[config.mk]
export PLATFORM = sky130hd
export DESIGN_NAME = rsr_stream_read
export DESIGN_NICKNAME = d
export VERILOG_FILES = /design/src/rtl/rsr_pkg.sv /design/src/rtl/rsr_crc16.sv /design/src/rtl/rsr_addr_gen.sv /design/src/rtl/rsr_stream_read.sv
export SDC_FILE = /design/constraint.sdc
export NUM_CORES = 1
export LEC_CHECK = 0
export BUFFER_PORTS_ARGS = -buffer_cell sky130_fd_sc_hd__buf_2
export CORE_ASPECT_RATIO = 1.2
export CORE_MARGIN = 2
export CORE_UTILIZATION = 50
export CTS_CLUSTER_SIZE = 28
export DETAILED_ROUTE_END_ITERATION = 10
export HOLD_SLACK_MARGIN = 0.12
export PLACE_DENSITY = 0.8
export SYNTH_ARGS = -nofsm -noshare
export SYNTH_HDL_FRONTEND = slang
export SYNTH_SLANG_ARGS = --single-unit
[constraint.sdc]
create_clock -name clk -period 2.8 [get_ports clk]
set_clock_uncertainty 0.05 [all_clocks]
set_input_delay 0.56 -clock clk [delete_from_list [all_inputs] [get_ports clk]]
set_output_delay 0.56 -clock clk [all_outputs]
set_load 0.02 [all_outputs]
[src/rtl/rsr_pkg.sv]
package rsr_pkg;
   localparam int BYTE_W = 8;
   localparam int CRC_W  = 16;

   typedef enum logic [2:0] {
      ST_CMD,
      ST_TA1,
      ST_TA2,
      ST_DATA,
      ST_CRCL,
      ST_CRCH,
      ST_ONES
   } rsr_state_e;
endpackage

[src/rtl/rsr_crc16.sv]
// Byte-wide reflected CRC accumulator: eight LSB-first bit steps unrolled.
module rsr_crc16
   import rsr_pkg::*;
#(
   parameter logic [CRC_W-1:0] POLY = 16'hA001
) (
   input  logic              clk,
   input  logic              rst_n,
   input  logic              clr,
   input  logic              en,
   input  logic [BYTE_W-1:0] din,
   output logic [CRC_W-1:0]  crc
);
   logic [CRC_W-1:0] crc_q;
   logic [CRC_W-1:0] stage [0:BYTE_W];

   assign stage[0] = clr ? '0 : crc_q;

   for (genvar i = 0; i < BYTE_W; i++) begin : g_bit
      logic fb;
      assign fb           = stage[i][0] ^ din[i];
      assign stage[i + 1] = (stage[i] >> 1) ^ (fb ? POLY : '0);
   end

   always_ff @(posedge clk or negedge rst_n) begin
      if (!rst_n)   crc_q <= '0;
      else if (en)  crc_q <= stage[BYTE_W];
      else if (clr) crc_q <= '0;
   end

   assign crc = crc_q;
endmodule

[src/rtl/rsr_addr_gen.sv]
// Start address capture (upper bits dropped) and post-increment pointer.
module rsr_addr_gen
   import rsr_pkg::*;
#(
   parameter int ADDR_W = 11
) (
   input  logic              clk,
   input  logic              rst_n,
   input  logic              ld_lo,
   input  logic              ld_hi,
   input  logic              inc,
   input  logic [BYTE_W-1:0] din,
   output logic [ADDR_W-1:0] addr,
   output logic              at_last
);
   localparam logic [ADDR_W-1:0] LAST_ADDR = '1;
   localparam int HI_W = ADDR_W - BYTE_W;

   logic [ADDR_W-1:0] addr_q;

   always_ff @(posedge clk or negedge rst_n) begin
      if (!rst_n) begin
         addr_q <= '0;
      end else if (ld_lo) begin
         addr_q[BYTE_W-1:0] <= din;
      end else if (ld_hi) begin
         addr_q[ADDR_W-1:BYTE_W] <= din[HI_W-1:0];
      end else if (inc) begin
         addr_q <= addr_q + 1'b1;
      end
   end

   assign addr    = addr_q;
   assign at_last = (addr_q == LAST_ADDR);
endmodule

[src/rtl/rsr_stream_read.sv]
module rsr_stream_read
   import rsr_pkg::*;
#(
   parameter int               ADDR_W   = 11,
   parameter logic [7:0]       READ_CMD = 8'hF0,
   parameter logic [CRC_W-1:0] CRC_POLY = 16'hA001
) (
   input  logic              clk,
   input  logic              rst_n,
   input  logic              bus_rst,
   input  logic [7:0]        in_data,
   input  logic              in_valid,
   output logic              in_ready,
   input  logic              out_req,
   output logic              out_valid,
   output logic [7:0]        out_data,
   output logic              mem_en,
   output logic [ADDR_W-1:0] mem_addr,
   input  logic [7:0]        mem_rdata
);
   localparam logic [BYTE_W-1:0] ONES = '1;

   if (ADDR_W <= BYTE_W || ADDR_W > 2 * BYTE_W) begin : g_bad_aw
      $error("ADDR_W must lie in 9..16");
   end
   if (BYTE_W != 8) begin : g_bad_bw
      $error("byte width must be 8");
   end

   rsr_state_e        state_q, state_d;
   logic              pend_q, pend_mem_q;
   logic [BYTE_W-1:0] hold_q;
   logic              take_in, take_req, at_last;
   logic              crc_clr, crc_en;
   logic [BYTE_W-1:0] crc_din;
   logic [CRC_W-1:0]  crc;

   assign in_ready = (state_q == ST_CMD) || (state_q == ST_TA1) || (state_q == ST_TA2);
   assign take_in  = in_ready && in_valid && !bus_rst;
   assign take_req = out_req && !pend_q && !bus_rst;
   assign mem_en   = take_req && (state_q == ST_DATA);

   always_comb begin
      state_d = state_q;
      if (bus_rst) begin
         state_d = ST_CMD;
      end else begin
         unique case (state_q)
            ST_CMD:  if (take_in) state_d = (in_data == READ_CMD) ? ST_TA1 : ST_ONES;
            ST_TA1:  if (take_in) state_d = ST_TA2;
            ST_TA2:  if (take_in) state_d = ST_DATA;
            ST_DATA: if (take_req && at_last) state_d = ST_CRCL;
            ST_CRCL: if (take_req) state_d = ST_CRCH;
            ST_CRCH: if (take_req) state_d = ST_ONES;
            default: state_d = state_q;
         endcase
      end
   end

   always_ff @(posedge clk or negedge rst_n) begin
      if (!rst_n) begin
         state_q    <= ST_CMD;
         pend_q     <= 1'b0;
         pend_mem_q <= 1'b0;
         hold_q     <= ONES;
      end else begin
         state_q    <= state_d;
         pend_q     <= take_req;
         pend_mem_q <= mem_en;
         if (take_req) begin
            unique case (state_q)
               ST_CRCL: hold_q <= crc[BYTE_W-1:0];
               ST_CRCH: hold_q <= crc[CRC_W-1:BYTE_W];
               default: hold_q <= ONES;
            endcase
         end
      end
   end

   // CRC intake: opcode clears and seeds, address bytes follow, then each data byte as it returns
   assign crc_clr = take_in && (state_q == ST_CMD);
   assign crc_en  = take_in || (pend_q && pend_mem_q && !bus_rst);
   assign crc_din = pend_mem_q ? mem_rdata : in_data;

   rsr_crc16 #(.POLY(CRC_POLY)) u_crc (
      .clk  (clk),
      .rst_n(rst_n),
      .clr  (crc_clr),
      .en   (crc_en),
      .din  (crc_din),
      .crc  (crc)
   );

   rsr_addr_gen #(.ADDR_W(ADDR_W)) u_addr (
      .clk    (clk),
      .rst_n  (rst_n),
      .ld_lo  (take_in && (state_q == ST_TA1)),
      .ld_hi  (take_in && (state_q == ST_TA2)),
      .inc    (mem_en),
      .din    (in_data),
      .addr   (mem_addr),
      .at_last(at_last)
   );

   assign out_valid = pend_q;
   assign out_data  = pend_mem_q ? mem_rdata : hold_q;
endmodule

Word level (Yosys, flattened, before mapping)

Cells that the tools add are included.

Add/sub/neg operators: 1
Equality and inequality tests: 14
Mux-type cells: 26
Reduce and logical (&&, ||, !) cells: 23
Bitwise gates (word level): 17

Operators by type and width:

| cell                    | number |
|---|---|
| $mux W16                | 10 |
| $xor A15 B16 Y16        | 8 |
| $mux W8                 | 4 |
| $mux W3                 | 9 |
| $pmux W3 S6             | 1 |
| $pmux W8 S2             | 1 |
| $ne A3 B3 Y1 const B    | 5 |
| $add A11 B1 Y11 const B | 1 |
| $eq A11 B11 Y1 const B  | 1 |
| $logic_and A1 B1 Y1     | 11 |
| $mux W11                | 1 |
| $eq A8 B8 Y1 const B    | 1 |
| $xor A1 B1 Y1           | 8 |
| $reduce_and A7 Y1       | 1 |
| $reduce_bool A7 Y1      | 1 |
| $eq A3 B2 Y1 const B    | 2 |
| $eq A3 B3 Y1 const B    | 2 |
| $reduce_and A2 Y1       | 2 |
| $reduce_bool A2 Y1      | 2 |
| $eq A3 B1 Y1 const B    | 1 |
| $logic_not A3 Y1        | 1 |
| $logic_or A1 B1 Y1      | 3 |
| $ne A3 B2 Y1 const B    | 1 |
| $logic_not A1 Y1        | 2 |
| other kinds (2)         | 2 |

Bits of input ports: 21
Register bits: 40
Output and inout bits: 22
Word-level logic and storage cells: 88

Logic depth before layout (Yosys ltp)

Word-level depth: 32
Depth in mapped cells: 7
Mapped depth without buffers: 7

Cells and area by module

A second synthesis with hierarchy kept.

Cell total of the unflattened synthesis: 305
Area total of the unflattened synthesis: 2632.5 µm²

By module, submodules not included:

| module          | sequential area each (µm²) | area each (µm²) | cells each | times used |
|---|---|---|---|---|
| rsr_stream_read | 335.3                      | 1026.0          | 137        | 1 |
| rsr_crc16       | 400.4                      | 974.7           | 97         | 1 |
| rsr_addr_gen    | 275.3                      | 631.9           | 71         | 1 |

Worst setup path after synthesis

No wires, ideal clock.

Kind: input -> register
Start point: input bus_rst
End point: register u_addr.addr_q[2], in the netlist u_addr.addr[2]
Arrival: 2148 ps
Setup slack: 477 ps
Cell stages on the path: 6
Path through: or3b_1 -> buf_2 -> nor3_2 -> nand2_1 -> xnor2_1 -> mux2_2

Cells in the longest elaborated chain, start to end: 5
Elaborated cells on any way between the ends: 10
Classes of those cells: 1 x eq/ne; 1 x mux; 8 x reduce/logical

RTL lines:

| element                             | line                  | RTL |
|---|---|---|
| from (decl)                         | rsr_stream_read.sv:10 | `input logic bus_rst,` |
| $logic_not A1 Y1                    | rsr_stream_read.sv:40 | `assign take_req = out_req && !pend_q && !bus_rst;` |
| $logic_and A1 B1 Y1                 | rsr_stream_read.sv:40 |  |
| $logic_and A1 B1 Y1                 | rsr_stream_read.sv:41 | `assign mem_en = take_req && (state_q == ST_DATA);` |
| net mem_en                          | rsr_stream_read.sv:17 | `output logic mem_en,` |
| $reduce_bool A2 Y1 (no source line) | -                     |  |
| $reduce_and A2 Y1 (no source line)  | -                     |  |
| to (signal, indexed assignment)     | rsr_addr_gen.sv:25    | `addr_q[BYTE_W-1:0] <= din;` |
| to (signal, indexed assignment)     | rsr_addr_gen.sv:27    | `addr_q[ADDR_W-1:BYTE_W] <= din[HI_W-1:0];` |
| to (signal assigned)                | rsr_addr_gen.sv:29    | `addr_q <= addr_q + 1'b1;` |
| to (decl)                           | rsr_addr_gen.sv:19    | `logic [ADDR_W-1:0] addr_q;` |

The timed path passes the listed nets, and every way through them passes these cells.
A chain may end at the register's enable or synchronous reset.

Final worst setup path

Start point: register state_q[2]
End point: register u_crc.crc_q[15], in the netlist u_crc.crc[15]

Cells in the longest elaborated chain, start to end: 32
Elaborated cells on any way between the ends: 35
Classes of those cells: 2 x eq/ne; 10 x mux; 16 x bitwise; 7 x reduce/logical

RTL lines:

| element                                          | line                                         | RTL |
|---|---|---|
| from (decl)                                      | rsr_stream_read.sv:30                        | `rsr_state_e state_q, state_d;` |
| from (signal assigned)                           | rsr_stream_read.sv:67                        | `state_q <= state_d;` |
| $eq A3 B1 Y1 or $logic_not A3 Y1 (tied branches) | rsr_stream_read.sv:38, rsr_stream_read.sv:81 |  |
| $logic_or A1 B1 Y1 (2 in series)                 | rsr_stream_read.sv:38                        | `assign in_ready = (state_q == ST_CMD) \|\| (state_q == ST_TA1) \|\| (state_q == ST_TA2);` |
| $logic_and A1 B1 Y1 (2 in series)                | rsr_stream_read.sv:39                        | `assign take_in = in_ready && in_valid && !bus_rst;` |
| $logic_and A1 B1 Y1                              | rsr_stream_read.sv:81                        | `assign crc_clr = take_in && (state_q == ST_CMD);` |
| $mux W16                                         | -                                            |  |
| $xor A1 B1 Y1                                    | rsr_crc16.sv:21                              | `assign fb = stage[i][0] ^ din[i];` |
| $mux W16                                         | rsr_crc16.sv:22                              | `assign stage[i + 1] = (stage[i] >> 1) ^ (fb ? POLY : '0);` |
| $xor A15 B16 Y16                                 | rsr_crc16.sv:22                              |  |
| [14 not listed]                                  | -                                            |  |
| $xor A15 B16 Y16                                 | rsr_crc16.sv:22                              |  |
| $xor A1 B1 Y1                                    | rsr_crc16.sv:21                              |  |
| $mux W16                                         | rsr_crc16.sv:22                              |  |
| $xor A15 B16 Y16                                 | rsr_crc16.sv:22                              |  |
| $xor A1 B1 Y1                                    | rsr_crc16.sv:21                              |  |
| $mux W16                                         | rsr_crc16.sv:22                              |  |
| $xor A15 B16 Y16                                 | rsr_crc16.sv:22                              |  |
| $mux W16 (*)                                     | rsr_crc16.sv:27                              | `else if (en) crc_q <= stage[BYTE_W];` |
| to (signal assigned)                             | rsr_crc16.sv:27                              |  |
| to (decl)                                        | rsr_crc16.sv:14                              | `logic [CRC_W-1:0] crc_q;` |

Mark *: on every way between the ends. The rest lies on a longest branch, timed or not.

==> results.cfg <==
[grt]
antenna_found_initial = 0
grt_pass1_vias = 1873
track_usage_pct = 20.94
grt_max_degree = 41
grt-ovfl-total = 0
grt_pass1_wl_mm = 8.680

[drt]
routedWlPerCell_um = 16.06
vias_per_cell = 5.618
drt_wl_total_mm = 5.764
drt_iter0_drc = 237
first_pass_iters = 4
ant_nets = 0
drc = 0
vias = 2017

[final_layout]
fin_util_pct = 58.70
fillers = 417
regArea_mm2 = 0.001011
layout-drive-gt1-share_pct = 28.43
num_antenna_cells = 0
nNetsFinal = 320
final_cell_area_mm2 = 0.002879
stdcell_count = 359
area_delta_synth_final_pct = 14.59
multi_input_area_mm2 = 0.001445

[power_and_ir_drop]
ir_drop_v = 0.0003343
p_leak_nw = 1.185
finalPower_mw = 3.070
cellPowerDensity_mw_per_mm2 = 1066

[logic_synthesis]
synthDistinctLibCells = 44
yosysWarningCount = 0
yosysTopAreaCell = dfrtp_1
synth_area_mm2 = 0.002512
synthesis.nets = 276
ys_seq_area_share_pct = 40.24
ys_ff_latch = 40
syn_inst = 254
synth.top_cell.area_share_pct = 31.87
syn_avg_cell_area_um2 = 9.891
synthTopCellsByArea = dfrtp_1 32%, mux2i_1 8.8%, dfstp_2 8.4%, xor2_1 8.4%, xnor2_1 6.6%

[critical_path]
critPathMaxFanout = 12
timing.rr.end = u_crc.crc[15]
critPathKind = reg -> reg
rr_startpoint = state_q[2]
worstSetupStartpoint = state_q[2]
r2r_cells = 6
crit_chain = or3b_1 > or2_1 > nand2_1 > xnor3_2 > xnor2_1 > mux2_2
critPathArrivalTime_ns = 2.56
critPathCaptureType = flop
slowest_stage = dfrtp_1
startpoint_type = flop
crit_required_ns = 2.92
max_stage_delay_ns = 0.52
rrSetupSlack_ns = 0.36

[cts]
cts_buffers = 5
clk_path_buf_depth = 2
clk_pin_slew_ns = 0.08
numClockSinks = 40
htreeDepth = 2
cts_root_buffer = clkbuf_8
holdBufCountCts = 0
cts_tree = built
post_cts_buffers = 0
clkLatencyLatePin_ns = 0.29
cts_resized = 0

[place]
gp_congestion = 0.9282
pre_cts_slack_ns = 0.2545
dp_cells = 351
io_buffers = 42
placed_cell_area_mm2 = 0.002798
hpwl_mm = 4.309

[die]
start_util_pct = 51.22
ioPinCount = 43
dieArea_mm2 = 0.005610
chipHeight_um = 81.65
core_mm2 = 0.004905
core.rowCount = 28
die_w_um = 68.71

[timing]
setup_viol = 0
layout_setup_ws_ns = 0.3551
relSlewSlack_pct = 40.76
whs_ns = 0.3232
timing.final.crit_share_pct = 87.32
rsz0062_at_grt = false
slew_viol_final = 0
clock.fmax_ghz = 0.4090
worst_slew_pin_slew_ns = 0.8887
fin_tns_setup_ns = 0
period_needed_ns = 2.445
final_hold_viol_count = 0

[outcome]
status = finished, final reports clean

[flow_run]
maxCapViolations = 0

[hold_path]
hold_path_class = in -> async
==> sequential cells by signal (all words and copies together) (netlist names) <==
name	flops
u_addr.addr	11
hold_q	8
pend_mem_q	1
state_q	3
u_crc.crc	16
out_valid	1
==> critical path, delay by kind of cell (launching register included) <==
kind | cells | cell delay [ns]
muxes | 1 | 0.27
and+or+nand+nor | 3 | 0.89
DFF | 1 | 0.52
xor gates and xnor gates | 2 | 0.59
==> cell families (layout without fill, tap and decap cells) <==
kind of cell	count (synthesis)	count (layout)	synth area share [%]
AND/OR/NAND/NOR	80	80	15.99
XOR/XNOR	46	46	17.73
flip-flops	40	40	40.24
AO/OA/AOI/OAI	37	37	8.267
multiplexers	36	36	15.04
buffers and inverters	14	59	2.241
adder cells (fa/ha/maj)	1	1	0.4979
==> report_power, final <==
group	total (mW)	internal, mW	switching [mW]
logic	1.61	0.845	0.768
registers	1.09	0.826	0.263
clock network	0.368	0.175	0.193
total	3.07	1.85	1.22
==> synth_stat cells <==
| cell | instances |
|---|---|
| clkinv_1 | 1 |
| buf_1 | 1 |
| nor2b_1 | 1 |
| dfstp_2 | 8 |
| xnor2_1 | 19 |
| xnor3_1 | 2 |
| nor3_1 | 2 |
| a221oi_1 | 1 |
| nand4_1 | 4 |
| o32ai_1 | 1 |
| or2_1 | 1 |
| or3b_1 | 2 |
| or4_4 | 1 |
| or2_2 | 1 |
| xnor3_2 | 1 |
| mux2_2 | 14 |
| nand4b_1 | 1 |
| nand3_1 | 5 |
| o311a_1 | 1 |
| and3_1 | 2 |
| ha_1 | 1 |
| o21ai_0 | 5 |
| nor4_2 | 1 |
| nor2_1 | 41 |
| mux2i_1 | 22 |
| o21ba_2 | 1 |
| inv_1 | 2 |
| a21oi_1 | 26 |
| a22oi_1 | 1 |
| nor3_2 | 1 |
| or3_1 | 1 |
| nor4b_1 | 1 |
| xor2_1 | 24 |
| nand2_1 | 9 |
| nor2_4 | 1 |
| nor4_1 | 1 |
| nor2_2 | 1 |
| o31ai_1 | 1 |
| dfrtp_1 | 32 |
| nand2b_1 | 1 |
| nand3_2 | 1 |
| nand3b_1 | 1 |
| clkbuf_1 | 7 |
| buf_2 | 3 |
==> layer usage <==
layer  track usage [%]  routed length [um]  part of all wire, %  up-vias
met5                 0                   0                    0        -
met4             9.804                 165                  2.9        0
met3             3.288                 300                  5.2       13
met2             38.08                3018                   52       74
met1             23.34                2279                   40      967
li1                  -                   -                    -      963
==> cells in the final DEF, fill, tap and decap left out, types with 4 or more instances in the layout <==
master,Yosys,final
buf_2,3,42
nor2_1,41,41
dfrtp_1,32,32
a21oi_1,26,26
xor2_1,24,24
mux2i_1,22,22
xnor2_1,19,19
mux2_2,14,14
nand2_1,9,9
dfstp_2,8,8
buf_4,0,6
o21ai_0,5,5
nand3_1,5,5
clkbuf_8,0,5
nand4_1,4,4
==> worst max-delay path by stage <==
stage | endpoint | slack, ns | cells past startpoint
3_3_place_gp | u_crc.crc[15] | 0.30 | 7
6_report | u_crc.crc[15] | 0.36 | 6
5_1_grt | u_crc.crc[15] | 0.23 | 6
3_5_place_dp | u_crc.crc[15] | 0.25 | 7
2_1_floorplan | u_addr.addr[2] | 0.48 | 6
4_1_cts | u_crc.crc[15] | 0.37 | 6
==> layout make-up <==
class                           count  share of cell area [%]
Clock buffer                        7                   2.651
Clock inverter                      1                  0.1738
Inverter                            3                  0.3911
Multi-Input combinational cell    200                   50.20
Sequential cell                    40                   35.12
Tap cell                           60                   2.608
Timing Repair Buffer               48                   8.866
No activity file was read; power rests on OpenSTA's default activity.
